===== src/rtl/wol_pkg.sv =====
package wol_pkg;
  typedef enum logic [1:0] {
    PWR_FULL    = 2'b00,
    PWR_STANDBY = 2'b01,
    PWR_DEEP_A  = 2'b10,
    PWR_DEEP_B  = 2'b11
  } pwr_state_e;

  typedef enum logic [1:0] {
    ST_HUNT = 2'b00,
    ST_ADDR = 2'b01,
    ST_DONE = 2'b10
  } match_state_e;

  localparam logic [7:0] SYNC_BYTE = 8'hFF;
endpackage


===== src/rtl/wol_power_gate.sv =====
module wol_power_gate
  import wol_pkg::*;
(
  input  logic [1:0] pwr_state_i,
  input  logic       mp_en_i,
  output logic       armed_o
);
  pwr_state_e ps;

  always_comb begin
    ps = pwr_state_e'(pwr_state_i);
    unique case (ps)
      PWR_FULL:    armed_o = mp_en_i;
      PWR_STANDBY: armed_o = 1'b1;
      default:     armed_o = 1'b0;
    endcase
  end

  always_comb begin
    if (pwr_state_i[1]) a_r8_deep_disarmed : assert (!armed_o);
  end
endmodule


===== src/rtl/wol_seq_match.sv =====
module wol_seq_match
  import wol_pkg::*;
#(
  parameter int SYNC_LEN   = 6,
  parameter int COPIES     = 16,
  parameter int ADDR_BYTES = 6,
  localparam int FW = $clog2(SYNC_LEN + 1),
  localparam int IW = $clog2(ADDR_BYTES),
  localparam int CW = $clog2(COPIES),
  localparam int MW = 8 * ADDR_BYTES
) (
  input  logic          clk_i,
  input  logic          rst_ni,
  input  logic          valid_i,
  input  logic          sof_i,
  input  logic [7:0]    data_i,
  input  logic [MW-1:0] mac_i,
  output logic          hit_next_o
);
  match_state_e st_q, st_d, st_b;
  logic [FW-1:0] ff_q, ff_d, ff_b;
  logic [IW-1:0] idx_q, idx_d, idx_b;
  logic [CW-1:0] cp_q, cp_d, cp_b;
  logic [7:0]    mac_byte;
  logic          byte_hit;
  logic          at_start;

  // base state: a start-of-frame byte is matched from a clean slate
  always_comb begin
    st_b  = st_q;
    ff_b  = ff_q;
    idx_b = idx_q;
    cp_b  = cp_q;
    if (sof_i) begin
      st_b  = ST_HUNT;
      ff_b  = '0;
      idx_b = '0;
      cp_b  = '0;
    end
  end

  always_comb begin
    mac_byte = '0;
    for (int k = 0; k < ADDR_BYTES; k++) begin
      if (idx_b == IW'(k)) mac_byte = mac_i[8*(ADDR_BYTES-1-k) +: 8];
    end
  end

  assign byte_hit = (data_i == mac_byte);
  assign at_start = (idx_b == '0) && (cp_b == '0);

  always_comb begin
    st_d  = st_q;
    ff_d  = ff_q;
    idx_d = idx_q;
    cp_d  = cp_q;
    if (valid_i) begin
      st_d  = st_b;
      ff_d  = ff_b;
      idx_d = idx_b;
      cp_d  = cp_b;
      unique case (st_b)
        ST_HUNT: begin
          if (data_i == SYNC_BYTE) begin
            if (ff_b == FW'(SYNC_LEN - 1)) begin
              st_d  = ST_ADDR;
              ff_d  = '0;
              idx_d = '0;
              cp_d  = '0;
            end else begin
              ff_d = ff_b + 1'b1;
            end
          end else begin
            ff_d = '0;
          end
        end
        ST_ADDR: begin
          if (byte_hit) begin
            if (idx_b == IW'(ADDR_BYTES - 1)) begin
              idx_d = '0;
              if (cp_b == CW'(COPIES - 1)) st_d = ST_DONE;
              else                         cp_d = cp_b + 1'b1;
            end else begin
              idx_d = idx_b + 1'b1;
            end
          end else if (at_start && data_i == SYNC_BYTE) begin
            st_d = ST_ADDR;  // surplus sync byte
          end else begin
            st_d  = ST_HUNT;
            idx_d = '0;
            cp_d  = '0;
            ff_d  = (data_i == SYNC_BYTE) ? FW'(1) : '0;
          end
        end
        default: st_d = ST_DONE;
      endcase
    end
  end

  assign hit_next_o = (st_d == ST_DONE);

  always_ff @(posedge clk_i or negedge rst_ni) begin
    if (!rst_ni) begin
      st_q  <= ST_HUNT;
      ff_q  <= '0;
      idx_q <= '0;
      cp_q  <= '0;
    end else begin
      st_q  <= st_d;
      ff_q  <= ff_d;
      idx_q <= idx_d;
      cp_q  <= cp_d;
    end
  end

  a_r2_idx_in_range : assert property (@(posedge clk_i) disable iff (!rst_ni)
    idx_q <= IW'(ADDR_BYTES - 1));
  a_r3_sync_in_range : assert property (@(posedge clk_i) disable iff (!rst_ni)
    ff_q < FW'(SYNC_LEN));
  a_r9_sof_clears : assert property (@(posedge clk_i) disable iff (!rst_ni)
    (valid_i && sof_i) |=> (st_q == ST_HUNT && ff_q <= FW'(1)));
  a_r5_break_rehunt : assert property (@(posedge clk_i) disable iff (!rst_ni)
    (valid_i && !sof_i && st_q == ST_ADDR && (idx_q != '0 || cp_q != '0)
     && data_i != mac_byte) |=> (st_q == ST_HUNT));
  a_r11_idle_hold : assert property (@(posedge clk_i) disable iff (!rst_ni)
    !valid_i |=> $stable(st_q) && $stable(cp_q) && $stable(idx_q));
endmodule


===== src/rtl/wol_wake_flag.sv =====
module wol_wake_flag (
  input  logic clk_i,
  input  logic rst_ni,
  input  logic set_i,
  input  logic clr_i,
  output logic wake_o
);
  always_ff @(posedge clk_i or negedge rst_ni) begin
    if (!rst_ni)     wake_o <= 1'b0;
    else if (set_i)  wake_o <= 1'b1;
    else if (clr_i)  wake_o <= 1'b0;
  end

  a_r10_sticky : assert property (@(posedge clk_i) disable iff (!rst_ni)
    (wake_o && !clr_i) |=> wake_o);
  a_r10_clear : assert property (@(posedge clk_i) disable iff (!rst_ni)
    (clr_i && !set_i) |=> !wake_o);
  a_r10_set_wins : assert property (@(posedge clk_i) disable iff (!rst_ni)
    set_i |=> wake_o);
endmodule


===== src/rtl/wol_magic_detect.sv =====
module wol_magic_detect #(
  parameter int SYNC_LEN   = 6,
  parameter int COPIES     = 16,
  parameter int ADDR_BYTES = 6,
  localparam int MW = 8 * ADDR_BYTES
) (
  input  logic          clk_i,
  input  logic          rst_ni,
  input  logic          valid_i,
  input  logic          sof_i,
  input  logic          eof_i,
  input  logic [7:0]    data_i,
  input  logic          crc_ok_i,
  input  logic [MW-1:0] mac_i,
  input  logic          mp_en_i,
  input  logic [1:0]    pwr_state_i,
  input  logic          wake_clr_i,
  output logic          wake_o
);
  logic armed;
  logic hit_next;
  logic wake_set;

  wol_power_gate u_gate (
    .pwr_state_i (pwr_state_i),
    .mp_en_i     (mp_en_i),
    .armed_o     (armed)
  );

  wol_seq_match #(
    .SYNC_LEN   (SYNC_LEN),
    .COPIES     (COPIES),
    .ADDR_BYTES (ADDR_BYTES)
  ) u_match (
    .clk_i      (clk_i),
    .rst_ni     (rst_ni),
    .valid_i    (valid_i),
    .sof_i      (sof_i),
    .data_i     (data_i),
    .mac_i      (mac_i),
    .hit_next_o (hit_next)
  );

  assign wake_set = valid_i && eof_i && crc_ok_i && armed && hit_next;

  wol_wake_flag u_flag (
    .clk_i  (clk_i),
    .rst_ni (rst_ni),
    .set_i  (wake_set),
    .clr_i  (wake_clr_i),
    .wake_o (wake_o)
  );

  a_r7_rise_needs_good_eof : assert property (@(posedge clk_i) disable iff (!rst_ni)
    $rose(wake_o) |-> $past(valid_i && eof_i && crc_ok_i));
  a_r8_rise_needs_power : assert property (@(posedge clk_i) disable iff (!rst_ni)
    $rose(wake_o) |-> $past(pwr_state_i == 2'b01 || (pwr_state_i == 2'b00 && mp_en_i)));
endmodule


===== config.mk =====
export PLATFORM = sky130hd
export DESIGN_NAME = wol_magic_detect
export DESIGN_NICKNAME = d
export VERILOG_FILES = /design/src/rtl/wol_pkg.sv /design/src/rtl/wol_power_gate.sv /design/src/rtl/wol_seq_match.sv /design/src/rtl/wol_wake_flag.sv /design/src/rtl/wol_magic_detect.sv
export SDC_FILE = /design/constraint.sdc
export NUM_CORES = 1
export LEC_CHECK = 0
export BUFFER_PORTS_ARGS = -buffer_cell sky130_fd_sc_hd__buf_4
export CAP_MARGIN = 20
export CORE_MARGIN = 3
export CORE_UTILIZATION = 56
export CTS_CLUSTER_DIAMETER = 30
export CTS_CLUSTER_SIZE = 10
export DETAILED_ROUTE_END_ITERATION = 10
export MAX_ROUTING_LAYER = met4
export PLACE_DENSITY = 0.84
export SLEW_MARGIN = 20
export SYNTH_ARGS = -nofsm -noshare
export SYNTH_HDL_FRONTEND = slang
export SYNTH_HIERARCHICAL = 1
export SYNTH_SLANG_ARGS = --single-unit

===== constraint.sdc =====
create_clock -name clk_i -period 10 [get_ports clk_i]
set_clock_uncertainty 0.15 [all_clocks]
set_input_delay 1.5 -clock clk_i [delete_from_list [all_inputs] [get_ports clk_i]]
set_output_delay 1.5 -clock clk_i [all_outputs]
set_load 0.05 [all_outputs]

==> impl_metrics.yaml <==
outcome:
  status: "completed"
hold_path:
  hold_class: "flip-flop to flip-flop"
yosys:
  synth-edff-count: 0
  synth_top_family_by_area: "compound AO/OA/AOI/OAI gates"
  synth_compound_area_share_pct: 36.5
  syn_area_um2: 2100
  synth-seq-area-share_pct: 15.5
  synth_top_flop_cell: "dfrtp_1"
  synthDistinctLibCells: 73
  synth_xor_area_share_pct: 0.834
  synthAdderAreaFrac_pct: 1.79
  netlist_instances: 286
  avgSynthCellArea_um2: 7.34
  synth-warning-count: 6
  ys_async_sr_fraction_pct: 100
  syn_nets: 355
  ys_ff_latch: 13
  synthSimpleGateAreaFrac_pct: 34.1
  synthMuxAreaShare_pct: 3.04
global_route:
  grt_pass1_vias: 2347
  antenna_found_initial: 0
  overflow: 0
  grt_max_degree: 33
  grt_first_pass_wirelength_um: 11400
  grt_usage_pct: 33.8
place:
  dpl.hpwl_um: 5410
  port_buffers: 66
  place_congestion: 1.08
cells_and_area:
  final.fill_count: 294
  layout_common_cells: "buf_4 (69), nand2_1 (25), nor2_1 (20)"
  fin_util_pct: 75.1
  final_common_cell: "buf_4"
  nets: 409
  drive_gt1_share_pct: 25.1
  n_antenna_cell: 0
  area_growth_syn_to_layout_pct: 24.1
  regArea_um2: 325
  multi_input_area_um2: 1600
worst_setup_path:
  cp_data_required_time_ps: 10050
  arrival_ps: 6180
  worst_setup_path_end_kind: "flip-flop"
  critical_path_class: "primary input to flip-flop"
  startpoint_type: "primary input"
  cp_max_fo: 30
routing:
  routed_wl_um: 7210
  drc: 0
  ant_nets: 0
  drt-pass1-iter-count: 5
  via_per_inst: 6.95
  post_drt_wl_per_cell_um: 18.7
  drtIter0Drc: 474
  dr_total_vias: 2675
die:
  die-area_um2: 4520
  coreArea_um2: 3470
  num_io_pins: 67
  die_x_um: 67.2
  initial_core_util_pct: 60.5
  die_h_um: 67.2
  rows: 21
cts:
  cts_setup_buffers: 0
  cts_htree_levels: 1
  cts-root-buf: "clkbuf_8"
  hold_buffers: 0
  clock_sinks: 13
  path_clk_slew_ps: 60
  cts_tree: "built"
  clk_latency_ps: 260
  cts_resized: 0
  clockBufferDepth: 2
  cts_buffers: 3
timing:
  fin_tns_setup_ps: 0
  tightest_slew_ps: 704
  slew_violations: 0
  rsz0062_at_grt: "false"
  setup_viol: 0
  hold_violations: 0
  slew_headroom_pct: 53.0
  fmax_mhz: 163
  period_share_pct: 61.4
  final.min_clock_period_ps: 6140
power_and_ir_drop:
  powerDensity_nw_per_um2: 58.2
  leakage_uw: 0.00112
  ir_worst_vdd_v: 0.0000573
flow_run:
  drv_cap: 0
[path summary, 6_finish.rpt]
kind                                                end  cells after the start  slack [ps]                    startpoint
setup / recovery              u_flag/wake_o$_DFFE_PN0P_                     15        3860                         sof_i
hold / removal                u_flag/wake_o$_DFFE_PN0P_                      1         330     u_flag/wake_o$_DFFE_PN0P_
setup reg to reg              u_flag/wake_o$_DFFE_PN0P_                     13        4850  u_match/idx_q[1]$_DFFE_PN0P_
hold reg to reg               u_flag/wake_o$_DFFE_PN0P_                      1         330     u_flag/wake_o$_DFFE_PN0P_
max in group asynchronous  u_match/idx_q[1]$_DFFE_PN0P_                      1        8590                        rst_ni
min in group asynchronous   u_match/ff_q[2]$_DFFE_PN0P_                      1         930                        rst_ni
[flip-flops by register name (all words and copies together) (netlist names)]
register,cells
u_flag/wake_o,1
u_match/st_q,2
u_match/idx_q,3
u_match/ff_q,3
u_match/cp_q,4
[cells by family after synthesis]
logic type | count (synthesis)
compound gates | 103
xor+xnor | 2
fa+ha+maj | 3
buf+inv | 36
simple gates | 123
mux | 6
flops | 13
[through the flow]
step	total power, uW	cells	cell area (um^2)	hold WS [ps]	setup slack (ps)
6_report	152	385	2610	333	3860
5_1_grt	157	385	2610	364	3520
4_1_cts	151	385	2610	337	3980
3_5_place_dp	100	381	2560	324	3740
3_3_place_gp	99.5	381	2560	315	3960
2_1_floorplan	72.9	286	2100	370	4630
[per-layer routing]
| layer | up-vias | global-route usage, % | wire (um) |
|---|---|---|---|
| met5 | - | - | 0 |
| met4 | 0 | 6.08 | 131 |
| met3 | 22 | 8.49 | 989 |
| met2 | 221 | 49.3 | 3180 |
| met1 | 1219 | 47.4 | 2900 |
| li1 | 1213 | - | - |
[worst max-delay path, cell delays in order]
cell and delay [ps]:
buf_4 210, inv_1 350, and3_1 230, ha_1 600, clkinv_1 440, nor3b_1 300
a41oi_1 90, mux2_1 360, or4b_1 460, or4b_1 860, o31ai_2 360, nor2b_1 170
nand2_1 60, nor2_1 110, a21o_1 90
[final cells by class]
type | count | area share, %
clock buffers | 4 | 1.73
inverters | 16 | 2.30
flip-flops and latches | 13 | 12.5
well taps | 46 | 2.21
multi-input cells | 237 | 61.4
repair buffers | 69 | 19.9
[cells in the mapped netlist (3+ instances only)]
library cell	number	share of area [%]
a21o_1	3	1.1
a21oi_1	9	2.1
a221oi_1	3	1.3
a22o_1	5	2.1
a22oi_1	6	2.1
a31oi_1	5	1.5
a32oi_1	4	1.7
and3b_1	4	1.7
buf_2	7	1.7
buf_6	4	2.1
clkbuf_1	9	1.6
dfrtp_1	13	15
ha_1	3	1.8
inv_1	15	2.7
mux2i_1	3	1.4
nand2_1	25	4.5
nand2b_1	8	2.4
nand3_1	9	2.1
nand4_1	6	1.8
nor2_1	20	3.6
nor2b_1	9	2.7
nor3_1	5	1.2
nor3b_1	6	2.1
nor4_1	4	1.2
nor4b_1	3	1.3
nor4bb_1	3	1.4
o21ai_0	19	4.5
o21ai_1	6	1.4
o22ai_1	6	1.8
or2_2	3	0.89
or3_1	3	0.89
[power by group]
part           internal [uW]  leakage, uW  switching (uW)  total [uW]
logic                   25.9     0.000912            21.9        47.9
registers               52.6     0.000182          0.0536        52.7
clock network           28.3    0.0000228            22.8        51.1
total                    107      0.00112            44.7         152
Note: power is estimated with default switching activity, not from simulation.
